File: config.mk
export PLATFORM = sky130hd
export DESIGN_NAME = dla_resolver
export DESIGN_NICKNAME = d
export VERILOG_FILES = /design/src/rtl/dla_pkg.sv /design/src/rtl/dla_lane_extract.sv /design/src/rtl/dla_max_clamp.sv /design/src/rtl/dla_level_map.sv /design/src/rtl/dla_resolver.sv
export SDC_FILE = /design/constraint.sdc
export NUM_CORES = 1
export LEC_CHECK = 0
export BUFFER_PORTS_ARGS = -buffer_cell sky130_fd_sc_hd__buf_2
export CAP_MARGIN = 20
export CELL_PAD_IN_SITES_DETAIL_PLACEMENT = 1
export CELL_PAD_IN_SITES_GLOBAL_PLACEMENT = 2
export CORE_UTILIZATION = 19
export CTS_CLUSTER_DIAMETER = 100
export DETAILED_ROUTE_END_ITERATION = 8
export PLACE_DENSITY = 0.85
export SLEW_MARGIN = 10
export SYNTH_ARGS = -nofsm -noshare
export SYNTH_HDL_FRONTEND = slang
export SYNTH_SLANG_ARGS = --single-unit
File: constraint.sdc
create_clock -name clk -period 5.8 [get_ports clk]
set_clock_uncertainty 0.15 [all_clocks]
set_input_delay 1.16 -clock clk [delete_from_list [all_inputs] [get_ports clk]]
set_output_delay 1.16 -clock clk [all_outputs]
set_load 0.05 [all_outputs]
File: src/rtl/dla_pkg.sv
package dla_pkg;

  typedef logic [1:0] lvl_t;

  localparam lvl_t SW_CAP = 2'd2;

  typedef struct packed {
    logic pe_lim;
    lvl_t pe;
    logic sw_lim;
    lvl_t sw;
  } train_t;

  localparam int TRAIN_W = $bits(train_t);
  localparam int BYTE_W  = 8;

  function automatic lvl_t pe_ceiling(input lvl_t sw);
    case (sw)
      2'd0, 2'd1: pe_ceiling = 2'd2;
      2'd2:       pe_ceiling = 2'd1;
      default:    pe_ceiling = 2'd0;
    endcase
  endfunction

endpackage

File: src/rtl/dla_lane_extract.sv
module dla_lane_extract
  import dla_pkg::*;
#(
  parameter int NUM_LANES    = 4,
  parameter int STATUS_BYTES = 6,
  parameter int ADJ_BASE     = 4,
  parameter int LC_W         = 3
) (
  input  logic [8*STATUS_BYTES-1:0] status,
  input  logic [LC_W-1:0]           lane_cnt,
  output lvl_t                      lane_sw [NUM_LANES],
  output lvl_t                      lane_pe [NUM_LANES]
);

  for (genvar n = 0; n < NUM_LANES; n++) begin : g_lane
    localparam int BIDX  = ADJ_BASE + n / 2;
    localparam int SHIFT = (n % 2) * 4;
    logic [7:0] req_byte;
    logic       active;
    assign req_byte   = status[8*BIDX +: 8];
    assign active     = (32'(lane_cnt) > n);
    assign lane_sw[n] = active ? req_byte[SHIFT +: 2]     : 2'd0;
    assign lane_pe[n] = active ? req_byte[SHIFT + 2 +: 2] : 2'd0;
  end

endmodule

File: src/rtl/dla_max_clamp.sv
module dla_max_clamp
  import dla_pkg::*;
#(
  parameter int NUM_LANES = 4
) (
  input  lvl_t   lane_sw [NUM_LANES],
  input  lvl_t   lane_pe [NUM_LANES],
  output train_t setting
);

  lvl_t max_sw, max_pe, cap_sw, ceil_pe;

  always_comb begin
    max_sw = 2'd0;
    max_pe = 2'd0;
    for (int n = 0; n < NUM_LANES; n++) begin
      if (lane_sw[n] > max_sw) max_sw = lane_sw[n];
      if (lane_pe[n] > max_pe) max_pe = lane_pe[n];
    end
  end

  always_comb begin
    setting = '0;
    if (max_sw >= SW_CAP) begin
      cap_sw         = SW_CAP;
      setting.sw_lim = 1'b1;
    end else begin
      cap_sw = max_sw;
    end
    setting.sw = cap_sw;
    ceil_pe    = pe_ceiling(cap_sw);
    if (max_pe >= ceil_pe) begin
      setting.pe     = ceil_pe;
      setting.pe_lim = 1'b1;
    end else begin
      setting.pe = max_pe;
    end
  end

endmodule

File: src/rtl/dla_level_map.sv
module dla_level_map
  import dla_pkg::*;
(
  input  train_t     setting,
  output logic [5:0] level
);

  logic [2:0] sw_f, pe_f;

  always_comb begin
    case (setting.sw)
      2'd1:    sw_f = 3'b010;
      2'd2:    sw_f = 3'b100;
      2'd3:    sw_f = 3'b110;
      default: sw_f = 3'b000;
    endcase
    case (setting.pe)
      2'd1:    pe_f = 3'b001;
      2'd2:    pe_f = 3'b010;
      2'd3:    pe_f = 3'b011;
      default: pe_f = 3'b000;
    endcase
  end

  assign level = {sw_f, pe_f};

endmodule

File: src/rtl/dla_resolver.sv
module dla_resolver
  import dla_pkg::*;
#(
  parameter int NUM_LANES    = 4,
  parameter int STATUS_BYTES = 6,
  parameter int ADJ_BASE     = 4,
  parameter int LC_W         = 3
) (
  input  logic                          clk,
  input  logic                          rst_n,
  input  logic                          in_valid,
  output logic                          in_ready,
  input  logic [8*STATUS_BYTES-1:0]     in_status,
  input  logic [LC_W-1:0]               in_lane_cnt,
  output logic                          out_valid,
  input  logic                          out_ready,
  output logic [BYTE_W*NUM_LANES-1:0]   out_train,
  output logic [5:0]                    out_level
);

  localparam int PAD_W = BYTE_W - TRAIN_W;

  lvl_t       lane_sw [NUM_LANES];
  lvl_t       lane_pe [NUM_LANES];
  train_t     setting;
  logic [5:0] level_c;
  logic [BYTE_W*NUM_LANES-1:0] train_c;

  dla_lane_extract #(
    .NUM_LANES(NUM_LANES), .STATUS_BYTES(STATUS_BYTES),
    .ADJ_BASE(ADJ_BASE), .LC_W(LC_W)
  ) u_extract (
    .status(in_status), .lane_cnt(in_lane_cnt),
    .lane_sw(lane_sw), .lane_pe(lane_pe)
  );

  dla_max_clamp #(.NUM_LANES(NUM_LANES)) u_clamp (
    .lane_sw(lane_sw), .lane_pe(lane_pe), .setting(setting)
  );

  dla_level_map u_map (.setting(setting), .level(level_c));

  for (genvar n = 0; n < NUM_LANES; n++) begin : g_slot
    assign train_c[BYTE_W*n +: BYTE_W] = {{PAD_W{1'b0}}, setting};
  end

  assign in_ready = !out_valid || out_ready;

  always_ff @(posedge clk) begin
    if (!rst_n) begin
      out_valid <= 1'b0;
      out_train <= '0;
      out_level <= '0;
    end else if (in_ready) begin
      out_valid <= in_valid;
      if (in_valid) begin
        out_train <= train_c;
        out_level <= level_c;
      end
    end
  end

  // a stalled result is held
  assert_hold_R8: assert property (@(posedge clk) disable iff (!rst_n)
    out_valid && !out_ready |=> out_valid && $stable(out_train) && $stable(out_level));

  // flagged swing sits exactly at the cap; swing never beyond the cap
  assert_swing_cap_R3: assert property (@(posedge clk) disable iff (!rst_n)
    out_valid |-> out_train[1:0] <= SW_CAP && (!out_train[2] || out_train[1:0] == SW_CAP));

  // pre-emphasis never above the ceiling for the held swing
  assert_pe_ceiling_R4: assert property (@(posedge clk) disable iff (!rst_n)
    out_valid |-> out_train[4:3] <= pe_ceiling(out_train[1:0]) &&
                  (!out_train[5] || out_train[4:3] == pe_ceiling(out_train[1:0])));

  // every slot carries the same byte
  assert_same_slots_R5: assert property (@(posedge clk) disable iff (!rst_n)
    out_valid |-> out_train == {NUM_LANES{out_train[7:0]}});

  // level code agrees with the training byte
  assert_level_match_R6: assert property (@(posedge clk) disable iff (!rst_n)
    out_valid |-> out_level[5:3] == {out_train[1:0], 1'b0} &&
                  out_level[2:0] == {1'b0, out_train[4:3]});

endmodule

==> results of run 1 <==
## critical path, delay by kind of cell
kind | cells | cell delay [ns]
adders and majority gates | 4 | 1.07
AOI/OAI and AO/OA | 7 | 1.24
muxes | 1 | 0.34
buffers and inverters | 4 | 0.31
and+or+nand+nor | 7 | 0.93
## stage by stage
stage / instances / hold WS [ns] / power, mW / utilization, % / area, µm²
final: 253 / 0.377 / 0.294 / 22.7 / 1340
after CTS: 253 / 0.391 / 0.299 / 22.7 / 1340
after global routing: 253 / 0.409 / 0.317 / 22.7 / 1340
after floorplan: 156 / 0.593 / 0.212 / - / 1200
after detailed placement: 249 / 0.386 / 0.227 / 21.9 / 1300
after global placement: 249 / 0.345 / 0.223 / 21.9 / 1300
## how the worst min path moves through the flow
stage	startpoint	end	cells after the start
after floorplan	out_level[1]	out_level[1]	2
after global placement	out_level[1]	out_level[1]	2
after detailed placement	out_valid	out_valid	2
after CTS	out_valid	out_valid	2
after global routing	out_level[1]	out_level[1]	2
final	out_valid	out_valid	2
## layer usage
layer,vias to the layer above,GRT usage (%),part of all wire [%]
met2,45,13.1,45
met5,-,0,0
li1,505,-,-
met4,0,3.75,1.3
met3,4,0.909,7.6
met1,437,9.05,46
## state kept, by name, indices dropped and copies added, names as in the netlist
signal and count:
out_level 4, out_train 2, out_valid 1
## synth_stat cells, drive strengths merged
cell	instances	area, µm²
a211oi	1	12.5
a21boi	1	7.51
a21o	1	8.76
a21oi	4	20.0
and2	1	6.26
buf	34	256
conb	1	3.75
dfxtp	7	140
ha	23	288
inv	18	67.6
mux2	1	15.0
mux2i	3	42.5
nand2	18	72.6
nand2b	3	18.8
nand3	1	5.00
nand3b	1	7.51
nand4	1	6.26
nor2	4	15.0
nor2b	3	21.3
o2111ai	1	8.76
o211a	2	20.0
o211ai	2	15.0
o21a	3	22.5
o21ai	6	33.8
o21bai	1	7.51
o22ai	5	31.3
or3	1	11.3
## logic make-up (layout without fill, tap and decap cells)
group | count (synthesis) | in the layout | synth area share (%)
AO/OA/AOI/OAI | 27 | 27 | 16.1
buffers and inverters | 52 | 74 | 27.8
multiplexers | 4 | 4 | 4.94
other | 1 | 10 | 0.322
flip-flops | 7 | 7 | 12.0
adder cells (fa/ha/maj) | 23 | 23 | 24.7
AND/OR/NAND/NOR | 33 | 33 | 14.1
## where the power goes
| group | internal (mW) | switching, mW |
|---|---|---|
| combinational | 0.0496 | 0.120 |
| clock | 0.0466 | 0.0228 |
| sequential | 0.0517 | 0.00362 |
## layout make-up
class | count | area [µm²]
flip-flops and latches | 7 | 140
fillers | 745 | 4580
clock inverters | 1 | 5.00
clock buffers | 3 | 41.3
inverters | 18 | 67.6
multi-input cells | 97 | 734
well taps | 75 | 93.8
repair buffers | 52 | 260
==> impl_metrics.tcl, run 1 <==
set metrics [dict create \
    cts_tree "built" \
    synth.distinct_cells 34 \
    crit_path_start "in_lane_cnt[2]" \
    slew_violations 0 \
    ff2ff_path_depth 5 \
    place_congestion 0.624 \
    min_period_ns 5.03 \
    r2r_slack_ns 4.29 \
    tns_ns 0 \
    synth_area_um2 1160 \
    portBuffers 52 \
    path_clk_slew_ns 0.04 \
    grt_start_max_net_pins 12 \
    numCtsBuffers 3 \
    grt_usage_pct 7.53 \
    worstPathMaxFanout 11 \
    cp-end-kind "flop" \
    setup_ws_ns 0.765 \
    vias 991 \
    place_ws_ns 0.502 \
    path_cells "buf_2, or3_4, nand2_2, inv_1, ha_1, inv_1, o22ai_1, mux2i_4, ha_1, inv_1, o22ai_1, nand2_1, o21ai_1, ha_1, nand2b_1, nand2_1, nand2_1, o211ai_1, ha_1, nand2b_1, a21oi_1, o2111ai_1, a21oi_1" \
    cts_resized 0 \
    area.growth.synth_to_final_pct 15.3 \
    maxCapViolCount 0 \
    root_buffer "clkbuf_8" \
    ys_warn_count 0 \
    layout_common_cells "buf_2, ha_1, inv_1, nand2_1, conb_1" \
    ir_drop_mv 0.0947 \
    final_antenna_net_count 0 \
    ys_seq_elements 7 \
    r2r-start "out_valid" \
    powerDensity_nw_per_um2 219 \
    chipHeight_um 80.3 \
    postSynthCellCount 147 \
    grt_overflow 0 \
    r2r-end "out_level[4]" \
    mostFrequentLayoutCell "buf_2" \
    drc 0 \
    max_stage_delay_ns 0.37 \
    cts_hold_buffers 0 \
    arrival_ns 5.05 \
    layout-drive-gt1-share_pct 36.5 \
    cts.sinks 7 \
    slowest_stage "or3_4" \
    nets 257 \
    drt-wirelength-per-cell_um 9.51 \
    syn_avg_cell_area_um2 7.92 \
    antenna_found_initial 0 \
    viasPerCell 3.92 \
    fmax_ghz 0.199 \
    grt_pass1_vias 871 \
    clockBufferDepth 2 \
    grt_pass1_wl_mm 3.82 \
    hold_viol 0 \
    die-area_um2 6450 \
    crit_path_frequent_cell "ha_1" \
    critPathLaunchType "input pin" \
    critPathKind "in -> reg" \
    hold_class "reg -> reg" \
    clk_latency_ns 0.23 \
    fp.dieW_um 80.3 \
    antenna_cells 0 \
    status "completed" \
    p_leak_nw 0.784 \
    post-route-period-util_pct 86.8 \
    worstPathRequired_ns 5.81 \
    hpwl_mm 2.08 \
    ys_seq_area_share_pct 12.0 \
    htree_levels 1 \
    setup_viol 0 \
    crit_path_end "out_level[0]" \
    drtPass1Iterations 2 \
    core_um2 5920 \
    drtIter0Drc 13 \
    wl_mm 2.41 \
    rsz0062_at_grt "no" \
    start_util_pct 19.7 \
    postCtsSetupBuffers 0 \
    boundaryPins 95 \
    row_count 28 \
]
Power figures use the tool's default switching activity.
==> run 2, diff against run 1 <==
--- a/config.mk
+++ b/config.mk
@@ -12,7 +12,7 @@
 export CORE_UTILIZATION = 19
 export CTS_CLUSTER_DIAMETER = 100
 export DETAILED_ROUTE_END_ITERATION = 8
-export PLACE_DENSITY = 0.85
+export PLACE_DENSITY_LB_ADDON = 0.1
 export SLEW_MARGIN = 10
 export SYNTH_ARGS = -nofsm -noshare
 export SYNTH_HDL_FRONTEND = slang
==> run 2 against run 1 <==
Effect of this change: core utilization about the same; largest power group unchanged; sequential share of layout area is essentially flat; clock-buffer cell count rose by 1; critical path type unchanged; flip-flop and latch count stayed put; fmax barely moved; design area barely moved; non-clock buffer count is the same; register-to-register slack improved by 0.02 ns; total power hardly changed; critical endpoint unchanged.
==> impl_metrics.tcl, run 2 (synthesized netlist as in run 1, its figures left out) <==
set metrics [dict create \
    final_antenna_net_count 0 \
    design_area_um2 1340 \
    r2r-end "out_level[4]" \
    postCtsSetupBuffers 0 \
    cts_resized 0 \
    place_congestion 0.663 \
    chipHeight_um 80.3 \
    ir_drop_mv 0.0995 \
    drt-wirelength-per-cell_um 10.1 \
    crit_path_start "in_lane_cnt[2]" \
    layout-drive-gt1-share_pct 36.0 \
    grt_usage_pct 8.48 \
    antenna_cells 0 \
    ff2ff_path_depth 5 \
    wl_mm 2.56 \
    slew_violations 0 \
    drc 0 \
    largest_reg_flops 4 \
    maxCapViolCount 0 \
    crit_path_end "out_level[0]" \
    powerDensity_nw_per_um2 219 \
    antenna_found_initial 0 \
    p_leak_nw 0.781 \
    clk_latency_ns 0.23 \
    layout_common_cells "buf_2, ha_1, inv_1, nand2_1, conb_1" \
    row_count 28 \
    worstPathMaxFanout 11 \
    grt_pass1_vias 951 \
    placed_area_um2 1300 \
    largestRegisters "out_level: 4 flops, out_train: 2 flops, out_valid: 1 flops" \
    hold_class "reg -> reg" \
    min_period_ns 5.04 \
    nets 257 \
    root_buffer "clkbuf_8" \
    boundaryPins 95 \
    drtIter0Drc 16 \
    core_um2 5920 \
    r2r_slack_ns 4.31 \
    post-route-period-util_pct 86.9 \
    hpwl_mm 2.25 \
    registers.top_by_ff_count "out_level" \
    tns_ns 0 \
    numCtsBuffers 3 \
    swShare_pct 49.3 \
    grt_start_max_net_pins 12 \
    start_util_pct 19.7 \
    die-area_um2 6450 \
    comb_power_share_pct 57.9 \
    fmax_ghz 0.198 \
    power.switching_mw 0.145 \
    critPathKind "in -> reg" \
    cts.sinks 7 \
    fp.dieW_um 80.3 \
    grt_overflow 0 \
    cts_tree "built" \
    r2r-start "out_valid" \
    hold_viol 0 \
    portBuffers 52 \
    mostFrequentLayoutCell "buf_2" \
    rsz0062_at_grt "no" \
    viasPerCell 3.94 \
    path_clk_slew_ns 0.04 \
    arrival_ns 5.05 \
    seq_power_share_pct 18.8 \
    vias 997 \
    worstPathRequired_ns 5.81 \
    clockBufferDepth 2 \
    critPathLaunchType "input pin" \
    cp-end-kind "flop" \
    status "completed" \
    grt_pass1_wl_mm 4.26 \
    cts_hold_buffers 0 \
    clock_power_share_pct 23.2 \
    setup_viol 0 \
    htree_levels 1 \
    area.growth.synth_to_final_pct 15.1 \
    drtPass1Iterations 3 \
    p_int_mw 0.149 \
]
run 2: layout make-up:
cell class / count / area, µm²
Tap cell: 75 / 93.8
Sequential cell: 7 / 140
Multi-Input combinational cell: 97 / 734
Inverter: 18 / 67.6
Timing Repair Buffer: 52 / 260
Fill cell: 738 / 4580
Clock buffer: 4 / 45.0
run 2: power groups by stage:
stage                     Combinational [mW]  Sequential (mW)  Clock [mW]
after global routing                   0.189           0.0566      0.0750
final                                  0.170           0.0554      0.0683
after detailed placement               0.172           0.0564           0
after global placement                 0.169           0.0560           0
after CTS                              0.173           0.0557      0.0707
after floorplan                        0.144           0.0677           0
run 2: metal layers:
metal  vias up  global-route usage, %  wire length, µm
met5         -                      0                0
met4         0                   3.21               30
met3         3                   1.36              156
met2        42                   15.6             1270
met1       448                   9.74             1110
li1        504                      -                -
run 2: worst max-delay path, cell delays in order:
cell	delay, ns
buf_2	0.17
or3_4	0.38
nand2_2	0.11
inv_1	0.05
ha_1	0.27
inv_1	0.04
o22ai_1	0.28
mux2i_4	0.34
ha_1	0.26
inv_1	0.06
o22ai_1	0.11
nand2_1	0.09
o21ai_1	0.06
ha_1	0.28
nand2b_1	0.07
nand2_1	0.09
nand2_1	0.07
o211ai_1	0.18
ha_1	0.25
nand2b_1	0.14
a21oi_1	0.26
o2111ai_1	0.17
a21oi_1	0.16
run 2: through the flow:
step | util, % | cells | power, mW | hold WS, ns | setup slack, ns
after floorplan | - | 156 | 0.212 | 0.593 | 1.04
after global placement | 21.9 | 249 | 0.225 | 0.348 | 0.525
after detailed placement | 21.9 | 249 | 0.229 | 0.360 | 0.474
after CTS | 22.7 | 253 | 0.299 | 0.369 | 0.705
after global routing | 22.7 | 253 | 0.320 | 0.398 | 0.442
final | 22.7 | 253 | 0.294 | 0.361 | 0.760
run 2: worst min path at each step:
stage	from	end	slack (ns)	depth (start not counted)
floorplan	out_level[1]	out_level[1]	0.59	2
global placement	out_valid	out_valid	0.35	2
detailed placement	out_level[1]	out_level[1]	0.36	2
CTS	out_level[1]	out_level[1]	0.37	2
global route	out_level[1]	out_level[1]	0.40	2
finish	out_level[1]	out_level[1]	0.36	2
